`config.mk`:
```
export PLATFORM = sky130hd
export DESIGN_NAME = wdt_tick_guard
export DESIGN_NICKNAME = d
export VERILOG_FILES = /design/src/rtl/wdt_pkg.sv /design/src/rtl/wdt_regif.sv /design/src/rtl/wdt_count.sv /design/src/rtl/wdt_tick_guard.sv
export SDC_FILE = /design/constraint.sdc
export NUM_CORES = 1
export LEC_CHECK = 0
export ABC_AREA = 1
export CORE_AREA = 2 2 39 41
export CTS_CLUSTER_DIAMETER = 200
export DETAILED_ROUTE_END_ITERATION = 10
export DIE_AREA = 0 0 41 43
export GPL_TIMING_DRIVEN = 0
export PLACE_DENSITY = 0.65
export SETUP_SLACK_MARGIN = 0.1
export SLEW_MARGIN = 20
export SYNTH_ARGS = -nofsm -noshare
export SYNTH_HDL_FRONTEND = slang
export SYNTH_HIERARCHICAL = 1
export SYNTH_SLANG_ARGS = --single-unit
```
`constraint.sdc`:
```
create_clock -name clk -period 0.95 [get_ports clk]
set_input_delay 0.19 -clock clk [delete_from_list [all_inputs] [get_ports clk]]
set_output_delay 0.19 -clock clk [all_outputs]
set_load 0.02 [all_outputs]
```
`src/rtl/wdt_pkg.sv`:
```
package wdt_pkg;
    localparam int unsigned BUS_AW   = 12;
    localparam int unsigned BUS_DW   = 4;
    localparam int unsigned CNT_W    = 2;
    localparam int unsigned SVC_BIT  = 0;
    localparam int unsigned TCLR_BIT = 1;
    localparam logic [BUS_AW-1:0] CTRL_ADDR = 12'hF76;
endpackage

```
`src/rtl/wdt_regif.sv`:
```
module wdt_regif
    import wdt_pkg::*;
#(
    parameter int unsigned AW = BUS_AW,
    parameter int unsigned DW = BUS_DW,
    parameter logic [AW-1:0] ADDR = CTRL_ADDR
) (
    input  logic          clk,
    input  logic          rst_n,
    input  logic [AW-1:0] addr_i,
    input  logic          wr_i,
    input  logic [DW-1:0] wdata_i,
    input  logic          rd_i,
    output logic          svc_o,
    output logic          bump_o,
    output logic          tclr_o,
    output logic [DW-1:0] rdata_o
);
    // write-only bits: every bit of the register reads back as zero
    localparam logic [DW-1:0] READ_VIEW = '0;

    typedef struct packed {
        logic          tclr;
        logic [DW-1:0] rdata;
    } rif_t;

    rif_t s_d, s_q;
    logic hit;
    logic unused_wdata;

    assign hit          = (addr_i == ADDR);
    assign svc_o        = wr_i && hit && wdata_i[SVC_BIT];
    assign bump_o       = wr_i && hit && wdata_i[TCLR_BIT];
    assign unused_wdata = ^wdata_i;

    always_comb begin
        s_d       = s_q;
        s_d.tclr  = bump_o;
        s_d.rdata = (rd_i && hit) ? READ_VIEW : '0;
    end

    always_ff @(posedge clk or negedge rst_n) begin
        if (!rst_n) s_q <= '0;
        else        s_q <= s_d;
    end

    assign tclr_o  = s_q.tclr;
    assign rdata_o = s_q.rdata;
endmodule

```
`src/rtl/wdt_count.sv`:
```
module wdt_count
    import wdt_pkg::*;
#(
    parameter int unsigned CW = CNT_W
) (
    input  logic          clk,
    input  logic          rst_n,
    input  logic          tick_i,
    input  logic          bump_i,
    input  logic          svc_i,
    output logic [CW-1:0] cnt_o,
    output logic          fire_o
);
    localparam logic [CW-1:0] LAST = {CW{1'b1}};

    typedef struct packed {
        logic [CW-1:0] cnt;
        logic          fire;
    } cnt_t;

    cnt_t s_d, s_q;
    logic step;

    // a tick and a timer clear in one cycle count once
    assign step = tick_i || bump_i;

    always_comb begin
        s_d      = s_q;
        s_d.fire = 1'b0;
        if (svc_i) begin
            s_d.cnt = '0;
        end else if (step) begin
            if (s_q.cnt == LAST) begin
                s_d.cnt  = '0;
                s_d.fire = 1'b1;
            end else begin
                s_d.cnt = s_q.cnt + 1'b1;
            end
        end
    end

    always_ff @(posedge clk or negedge rst_n) begin
        if (!rst_n) s_q <= '0;
        else        s_q <= s_d;
    end

    assign cnt_o  = s_q.cnt;
    assign fire_o = s_q.fire;
endmodule

```
`src/rtl/wdt_tick_guard.sv`:
```
module wdt_tick_guard
    import wdt_pkg::*;
(
    input  logic              clk,
    input  logic              rst_n,
    input  logic              tick_1hz,
    input  logic [BUS_AW-1:0] bus_addr,
    input  logic              bus_wr,
    input  logic [BUS_DW-1:0] bus_wdata,
    input  logic              bus_rd,
    output logic [BUS_DW-1:0] bus_rdata,
    output logic              tmr_clr_o,
    output logic              wdt_fire_o
);
    logic             svc_w;
    logic             bump_w;
    logic [CNT_W-1:0] cnt_w;

    wdt_regif #(.AW(BUS_AW), .DW(BUS_DW), .ADDR(CTRL_ADDR)) i_regif (
        .clk     (clk),
        .rst_n   (rst_n),
        .addr_i  (bus_addr),
        .wr_i    (bus_wr),
        .wdata_i (bus_wdata),
        .rd_i    (bus_rd),
        .svc_o   (svc_w),
        .bump_o  (bump_w),
        .tclr_o  (tmr_clr_o),
        .rdata_o (bus_rdata)
    );

    wdt_count #(.CW(CNT_W)) i_count (
        .clk    (clk),
        .rst_n  (rst_n),
        .tick_i (tick_1hz),
        .bump_i (bump_w),
        .svc_i  (svc_w),
        .cnt_o  (cnt_w),
        .fire_o (wdt_fire_o)
    );
endmodule

```
# Yosys cells after proc, flatten, opt, wreduce, memory -nomap -nowiden
# Index checks and enable logic that the tools add are counted.
# word_totals
out_inout_bits,6
word_cells,16
ff_bits,4
input_bits,21
# op_classes
add_sub_neg,1
reduce_logical,5
muxes,5
n_eq_ne,2
# ops
cell,count
$eq 12x12->1 const B,1
$mux 2,2
$logic_and 1x1->1,3
$mux 3,1
$add 2x1->2 const B,1
$eq 2x2->1 const B,1
$mux 1,2
$reduce_bool 2->1,1
$logic_or 1x1->1,1

# Longest topological paths before layout
# Gate-level depths: netlist (run 1).
# logic_depth
word_depth,6
mapped_depth,10
ltp_nobuf,10

# By module
# The synthesis (run 1) kept the hierarchy.
# modules_own_cells
module,cells_each,instances,area_each_um2,seq_area_each_um2
wdt_count,20,1,156.4,75.1
wdt_regif,24,1,141.4,25.0

# Worst setup path before layout (run 1)
# No wires, ideal clock.
# synth_timing
path_type,input to register
startpoint,in bus_addr[5]
endpoint,"reg i_count.s_q, in the netlist i_count/cnt_o[0]"
required_time_ns,0.833
n_path_buf,0
cell_stages,7
setup_ns,0.117
setup_slack_ns,-0.003
arrival_time_ns,0.836
path_cell_list,nand2_1 > nor3_2 > nand2_1 > nor2_1 > inv_1 > nand3_1 > nand2_1
# synth_between
elab_cells_between_ends,7
classes_between,eq/ne (1); mux (1); reduce/logical (5)
# synth_rtl
element,line,rtl
"start, declared",wdt_tick_guard.sv:7,"input logic [BUS_AW-1:0] bus_addr,"
$eq 12x12->1 *,wdt_regif.sv:31,assign hit = (addr_i == ADDR);
$logic_and 1x1->1 * (2 in a row),wdt_regif.sv:32,assign svc_o = wr_i && hit && wdata_i[SVC_BIT];
net svc_w,wdt_tick_guard.sv:15,logic svc_w;
$mux 2 or $reduce_bool 2->1 (tied branches),--,
"end signal, assigned",wdt_count.sv:43,if (!rst_n) s_q <= '0;
"end signal, assigned",wdt_count.sv:44,else s_q <= s_d;
"end, declared",wdt_count.sv:21,"cnt_t s_d, s_q;"
# The timed path passes the listed nets; every way through them passes the cells marked *.
# A chain may end at the register's enable or synchronous reset.

# Final worst setup path (run 1)
# layout_timing
startpoint,"reg i_count.s_q, in the netlist i_count/cnt_o[1]"
endpoint,"reg i_count.s_q, in the netlist i_count/cnt_o[1]"
# layout_between
elab_chain_len,4
elab_cells_between_ends,5
classes_between,add/sub (1); eq/ne (1); mux (3)
# layout_rtl
element,line,rtl
$add 2x1->2 or $eq 2x2->1 (tied branches),"wdt_count.sv:37, wdt_count.sv:33",
$mux 2 *,wdt_count.sv:33,if (s_q.cnt == LAST) begin
$mux 3 *,wdt_count.sv:32,end else if (step) begin
$mux 2 *,wdt_count.sv:30,if (svc_i) begin
# Mark *: on every way between the ends. The rest lies on a longest branch, timed or not. The select of a mux whose other input is x is not followed.

==> results by group, run 1 <==
GRT
  • Pin count of the biggest net entering global routing: 5
  • Antenna violations before repair: 0
  • Aggregate global routing overflow: 0
  • GRT Overall Usage: 8.99%
  • First-pass GRT wire length: 1060 µm
  • Number of global-route vias before repair: 313

Min path
  • Min-Delay Path Class: in2async

Layout
  • Commonest cells after routing, fill and taps aside: nand2_2 (8), buf_6 (8), inv_2 (7)
  • Area Growth Syn to Fin: 92.9%
  • Layout cell share with drive strength beyond 1: 64.3%
  • Nets: 94
  • Fillers: 156
  • Ant diodes: 0

Yosys
  • Cells after synthesis: 44
  • Synth Cell Area: 298 µm²
  • Sequential share of the synthesized area: 33.6%
  • Library cells used by synthesis: 12
  • Compound-Gate Fraction of Synth Area: 0%
  • Mux contribution to synthesized area: 0%
  • Largest family of logic cells by synthesized area: simple AND/OR/NAND/NOR gates
  • Post-Synth Adder-Cell Area: 4.20%
  • Syn_area_per_cell: 6.77 µm²
  • Simple-gate share of the synthesized area: 38.2%
  • Post-synthesis register bit count: 4
  • Synth Warn #: 6
  • Xor-xnor portion of the synthesized cell area: 0%

Worst setup path
  • WP buf/inv: 1
  • R2r startpoint: i_count/cnt_o[1]
  • Setup crit end kind: flop
  • R2R cell count: 5
  • Setup CP Type: reg2reg
  • Kind of cell adding the most delay to the critical path: flip-flops
  • CP Depth: 5
  • CP Launch Point: i_count/cnt_o[1]
  • CP most frequent cell: nand2_1
  • Critical Path, Cell by Cell: ha_1 -> inv_1 -> nor2_1 -> nand2_1 -> nand2_1
  • CP max stage cell: dfrtp_1
  • Arr. time, crit path: 1.08 ns
  • Crit path largest cell delay: 0.38 ns
  • Crit start category: flop
  • Critical Path RT: 1.08 ns
  • Crit Path Max Fanout: 2

Routing
  • Via/cell ratio: 3.88
  • Drt first pass iters: 1
  • Drt total wl: 644 µm
  • Iteration-0 DRC Markers: 0
  • Post-route antenna net violation count: 0
  • Via Count: 334
  • WL/cell: 7.49 µm
  • DRC: 0

Status
  • Status: complete, but fails checks
  • Failing checks: setup timing

CTS
  • Clk slew on worst S/H paths: 0.04 ns
  • Clk_lat worst skew: 0.24 ns
  • CTS tree: yes
  • Clock buffer count from CTS: 3
  • Clock Tree Buf Depth: 2
  • Clock sinks: 4
  • Root buf cell: clkbuf_4
  • Htree depth: 1

Power
  • Max rail drop VDD: 0.000345 V
  • PwrDens: 1280 mW/mm²
  • Leakage: 0.000311 µW

Die
  • IO Count: 27
  • Die area: 0.00176 mm²
  • Starting density of the core: 21.5%
  • # rows: 14
  • DIE HEIGHT: 43 µm
  • Chip Width: 41 µm
  • Total core area: 0.00138 mm²

Timing
  • Post-route minimum period: 0.955 ns
  • Unrepaired setup endpoints after global routing: yes
  • Peak Freq: 1050 MHz
  • Final worst setup slack: -0.00542 ns
  • Tcrit/Tclk final: 101%
  • TNS Setup: -0.00542 ns
  • Clock skew: 0.00112 ns
  • Final setup violation count: 1
  • Hold Violations, Final: 0
  • Slew Viols, Final: 0
  • Hold slack: 0.152 ns

Placement
  • Final HPWL DP: 561 µm
  • PortBufs: 19
  • GPL Wtd Cong: 0.670

Job
  • Max Cap Viol: 0
-- registers in the layout (all words and copies together), names as in the netlist --
register and cells:
i_count/cnt_o 2, i_regif/tclr_o 1, i_count/fire_o 1
-- what timing repair did --
item / 4_1_cts / 5_1_grt
gates resized for setup: 62 / 18
endpoints found under the setup margin: 6 / 5
buffers inserted: 1 / 0
pin swaps: 13 / 12
hold buffers: 0 / 0
-- cell usage after synthesis --
master,count,area share [%]
nor3_2,1,3.4
conb_1,1,1.3
nand2_1,10,13
nand2_2,1,2.1
nor2_2,2,4.2
nand3_1,3,5.0
buf_4,4,10
ha_1,1,4.2
nand3_2,1,3.4
nor2_1,6,7.6
dfrtp_1,4,34
inv_1,10,13
-- final cells by class --
| cell class | count | area (µm²) | share of cell area (%) |
|---|---|---|---|
| clock buffer | 3 | 22.5 | 3.92 |
| tap | 16 | 20.0 | 3.49 |
| buffer | 4 | 30.0 | 5.23 |
| inverter | 10 | 37.5 | 6.54 |
| multi-input combinational | 29 | 193 | 33.6 |
| sequential | 4 | 100 | 17.4 |
| timing repair buffer | 20 | 171 | 29.8 |
-- through the flow --
step | instance area (µm²) | utilization [%] | total power [µW] | std cells | worst slack [ns]
final | 574 | 41.5 | 736 | 86 | -0.00542
after detailed placement | 522 | 37.7 | 516 | 82 | -0.550
after CTS | 542 | 39.2 | 737 | 86 | -0.0133
after floorplan | 312 | - | 401 | 47 | 0.0315
after global placement | 522 | 37.7 | 507 | 82 | -0.532
after global routing | 574 | 41.5 | 810 | 86 | -0.0707
-- routing by layer --
metal,vias to the layer above,routed length [µm],global-route usage [%]
met1,141,194,7.28
met4,0,15,8.00
met3,2,66,1.57
met5,-,0,0
met2,17,368,16.3
li1,174,-,-
-- final timing paths --
kind / endpoint / slack, ns
min reg2reg: i_count/cnt_o[1] / 0.52
min: i_count/cnt_o[1] / 0.15
min in group clk: i_regif/tclr_o / 0.33
max in group asynchronous: i_regif/tclr_o / 0.63
max: i_count/cnt_o[1] / -0.005
max reg2reg: i_count/cnt_o[1] / -0.005
-- logic make-up after synthesis --
group,count (synthesis)
buf+inv,14
fa+ha+maj,1
other cells,1
flops,4
simple gates,24
-- power by group --
group / switching [µW] / internal (µW)
Sequential: 31.1 / 217
Combinational: 132 / 143
Clock: 71.1 / 141
Total: 235 / 502
Note: power is estimated with default switching activity, not from simulation.
==> run 2, diff against run 1 <==
--- a/config.mk
+++ b/config.mk
@@ -11,7 +11,7 @@
 export DETAILED_ROUTE_END_ITERATION = 10
 export DIE_AREA = 0 0 41 43
 export GPL_TIMING_DRIVEN = 0
-export PLACE_DENSITY = 0.65
+export PLACE_DENSITY = 0.62
 export SETUP_SLACK_MARGIN = 0.1
 export SLEW_MARGIN = 20
 export SYNTH_ARGS = -nofsm -noshare
==> constraint.sdc (replaced) <==
create_clock -name clk -period 0.99 [get_ports clk]
set_input_delay 0.198 -clock clk [delete_from_list [all_inputs] [get_ports clk]]
set_output_delay 0.198 -clock clk [all_outputs]
set_load 0.02 [all_outputs]
==> results by group, run 2 (synthesized netlist as in run 1, its figures left out) <==
Power
  • Leakage: 0.000350 µW (+13%)
  • Max rail drop VDD: 0.000530 V (+54%)
  • PwrDens: 1420 mW/mm² (+11%)

Routing
  • Iteration-0 DRC Markers: 3 (+3)
  • Met2 Wirelength: 425 µm (+15%)
  • Drt first pass iters: 2 (+1)
  • DRC: 0 (unchanged)
  • Met3 routed WL: 58 µm (-12%)
  • WL/cell: 8.51 µm (+14%)
  • Via Count: 345 (+3.3%)
  • Via/cell ratio: 3.79 (-2.4%)
  • Drt total wl: 774 µm (+20%)
  • Met1 WL: 289 µm (+49%)
  • Highest routed metal layer: met3
  • Post-route antenna net violation count: 0 (unchanged)

Placement
  • GPL Wtd Cong: 0.649 (-3.0%)
  • PortBufs: 19 (unchanged)
  • DP Cell Count: 82 (unchanged)
  • Post-Place Setup Slack: -0.549 ns (+0.000540 ns)
  • Final HPWL DP: 545 µm (-2.8%)

GRT
  • Pin count of the biggest net entering global routing: 5 (unchanged)
  • GRT Overall Usage: 10.4% (+1.4 points)
  • Number of global-route vias before repair: 352 (+12%)
  • Aggregate global routing overflow: 0 (unchanged)
  • Antenna violations before repair: 0 (unchanged)
  • First-pass GRT wire length: 1270 µm (+19%)

Timing
  • Peak Freq: 1060 MHz (+1.6%)
  • Slew Viols, Final: 0 (unchanged)
  • TNS Setup: 0 ns (+0.00542 ns)
  • Post-route minimum period: 0.940 ns (-0.0155 ns)
  • Unrepaired setup endpoints after global routing: yes
  • Final worst setup slack: 0.0501 ns (+0.0555 ns)
  • Tcrit/Tclk final: 94.9% (-5.6 points)
  • Hold Violations, Final: 0 (unchanged)
  • Clock skew: 0.00822 ns (+0.00710 ns)
  • Final setup violation count: 0 (-1)

CTS
  • Clock buffer count from CTS: 3 (unchanged)
  • Clock Tree Buf Depth: 2 (unchanged)
  • Clock sinks: 4 (unchanged)
  • Root buf cell: clkbuf_4
  • Htree depth: 1 (unchanged)
  • Post-CTS Hold Fix Bufs: 0 (unchanged)
  • Clk slew on worst S/H paths: 0.04 ns (about the same)
  • CTS tree: yes
  • Clk_lat worst skew: 0.24 ns (about the same)

Worst setup path
  • Setup crit end kind: flop
  • Crit start category: flop
  • Crit Path Max Fanout: 2 (unchanged)
  • Critical Path RT: 1.16 ns (+0.08 ns)
  • Setup CP Type: reg2reg
  • Arr. time, crit path: 1.11 ns (+0.03 ns)

Die
  • Chip Width: 41 µm (unchanged)
  • DIE HEIGHT: 43 µm (unchanged)
  • IO Count: 27 (unchanged)
  • Starting density of the core: 21.5% (unchanged)
  • Total core area: 0.00138 mm² (unchanged)
  • Die area: 0.00176 mm² (unchanged)
  • # rows: 14 (unchanged)

Layout
  • Layout cell share with drive strength beyond 1: 69.3% (+5.0 points)
  • Max FFs per register: 2 (unchanged)
  • Area Growth Syn to Fin: 112%
  • Ant diodes: 0 (unchanged)
  • Fin util: 45.7% (+4.2 points)
  • Commonest cells after routing, fill and taps aside: buf_4 (9), buf_6 (8), inv_2 (6), nand2_1 (6)
  • Commonest non-fill, non-tap cell in the layout: buf_4
  • Nets: 99 (+5.3%)
  • Fillers: 144 (-7.7%)
  • Fin cells: 91 (+5.8%)

Job
  • Max Cap Viol: 0 (unchanged)

Status
  • Status: finished, final reports clean

Min path
  • Min-Delay Path Class: in2async
run 2: layout make-up:
cell class / count / area, µm² / area share (%)
buffer: 4 / 30.0 / 4.75
clock buffer: 3 / 22.5 / 3.56
inverter: 10 / 37.5 / 5.94
multi-input combinational: 29 / 209 / 33.1
sequential: 4 / 100 / 15.8
tap: 16 / 20.0 / 3.17
timing repair buffer: 25 / 213 / 33.7
run 2: per-layer routing:
layer	vias up	GRT usage (%)
met4	0	2.00
met2	15	17.8
li1	182	-
met5	-	0
met3	0	5.24
met1	148	10.6
run 2: critical path, cell delays in order (launching register included):
cell,delay (ns)
dfrtp_1,0.40
ha_4,0.27
inv_2,0.03
nor2_2,0.06
nand2_1,0.05
nand2_1,0.05
run 2: final timing paths:
| path | start | to | slack (ns) | depth (start not counted) |
|---|---|---|---|---|
| worst max register to register | i_count/cnt_o[0] | i_count/cnt_o[1] | 0.05 | 5 |
| worst max-delay path | i_count/cnt_o[0] | i_count/cnt_o[1] | 0.05 | 5 |
| worst min-delay path | rst_n | i_regif/tclr_o | 0.16 | 1 |
| max in group asynchronous | rst_n | i_count/fire_o | 0.65 | 1 |
| worst min register to register | i_count/cnt_o[0] | i_count/cnt_o[0] | 0.69 | 3 |
| min in group clk | bus_wdata[0] | i_count/cnt_o[1] | 0.42 | 6 |
run 2: metrics by stage:
step | hold slack (ns) | area [µm²] | power (µW)
after floorplan | -0.0976 | 312 | 385
after global placement | 0.409 | 522 | 489
after detailed placement | 0.412 | 522 | 498
after CTS | 0.158 | 549 | 748
after global routing | 0.167 | 632 | 983
final | 0.162 | 632 | 900
run 2: report_power, final:
part	internal (µW)	total, µW	switching (µW)
clock network	136	203	67.0
logic	258	447	189
registers	208	250	42.2
total	602	900	298
run 2: repair_timing:
| item | in CTS | in global routing |
|---|---|---|
| endpoints found under the hold margin | 0 | 0 |
| cloned | 0 | 0 |
| pin swaps | 14 | 13 |
| buffers inserted | 6 | 3 |
| gates resized for setup | 49 | 33 |
| endpoints found under the setup margin | 6 | 6 |
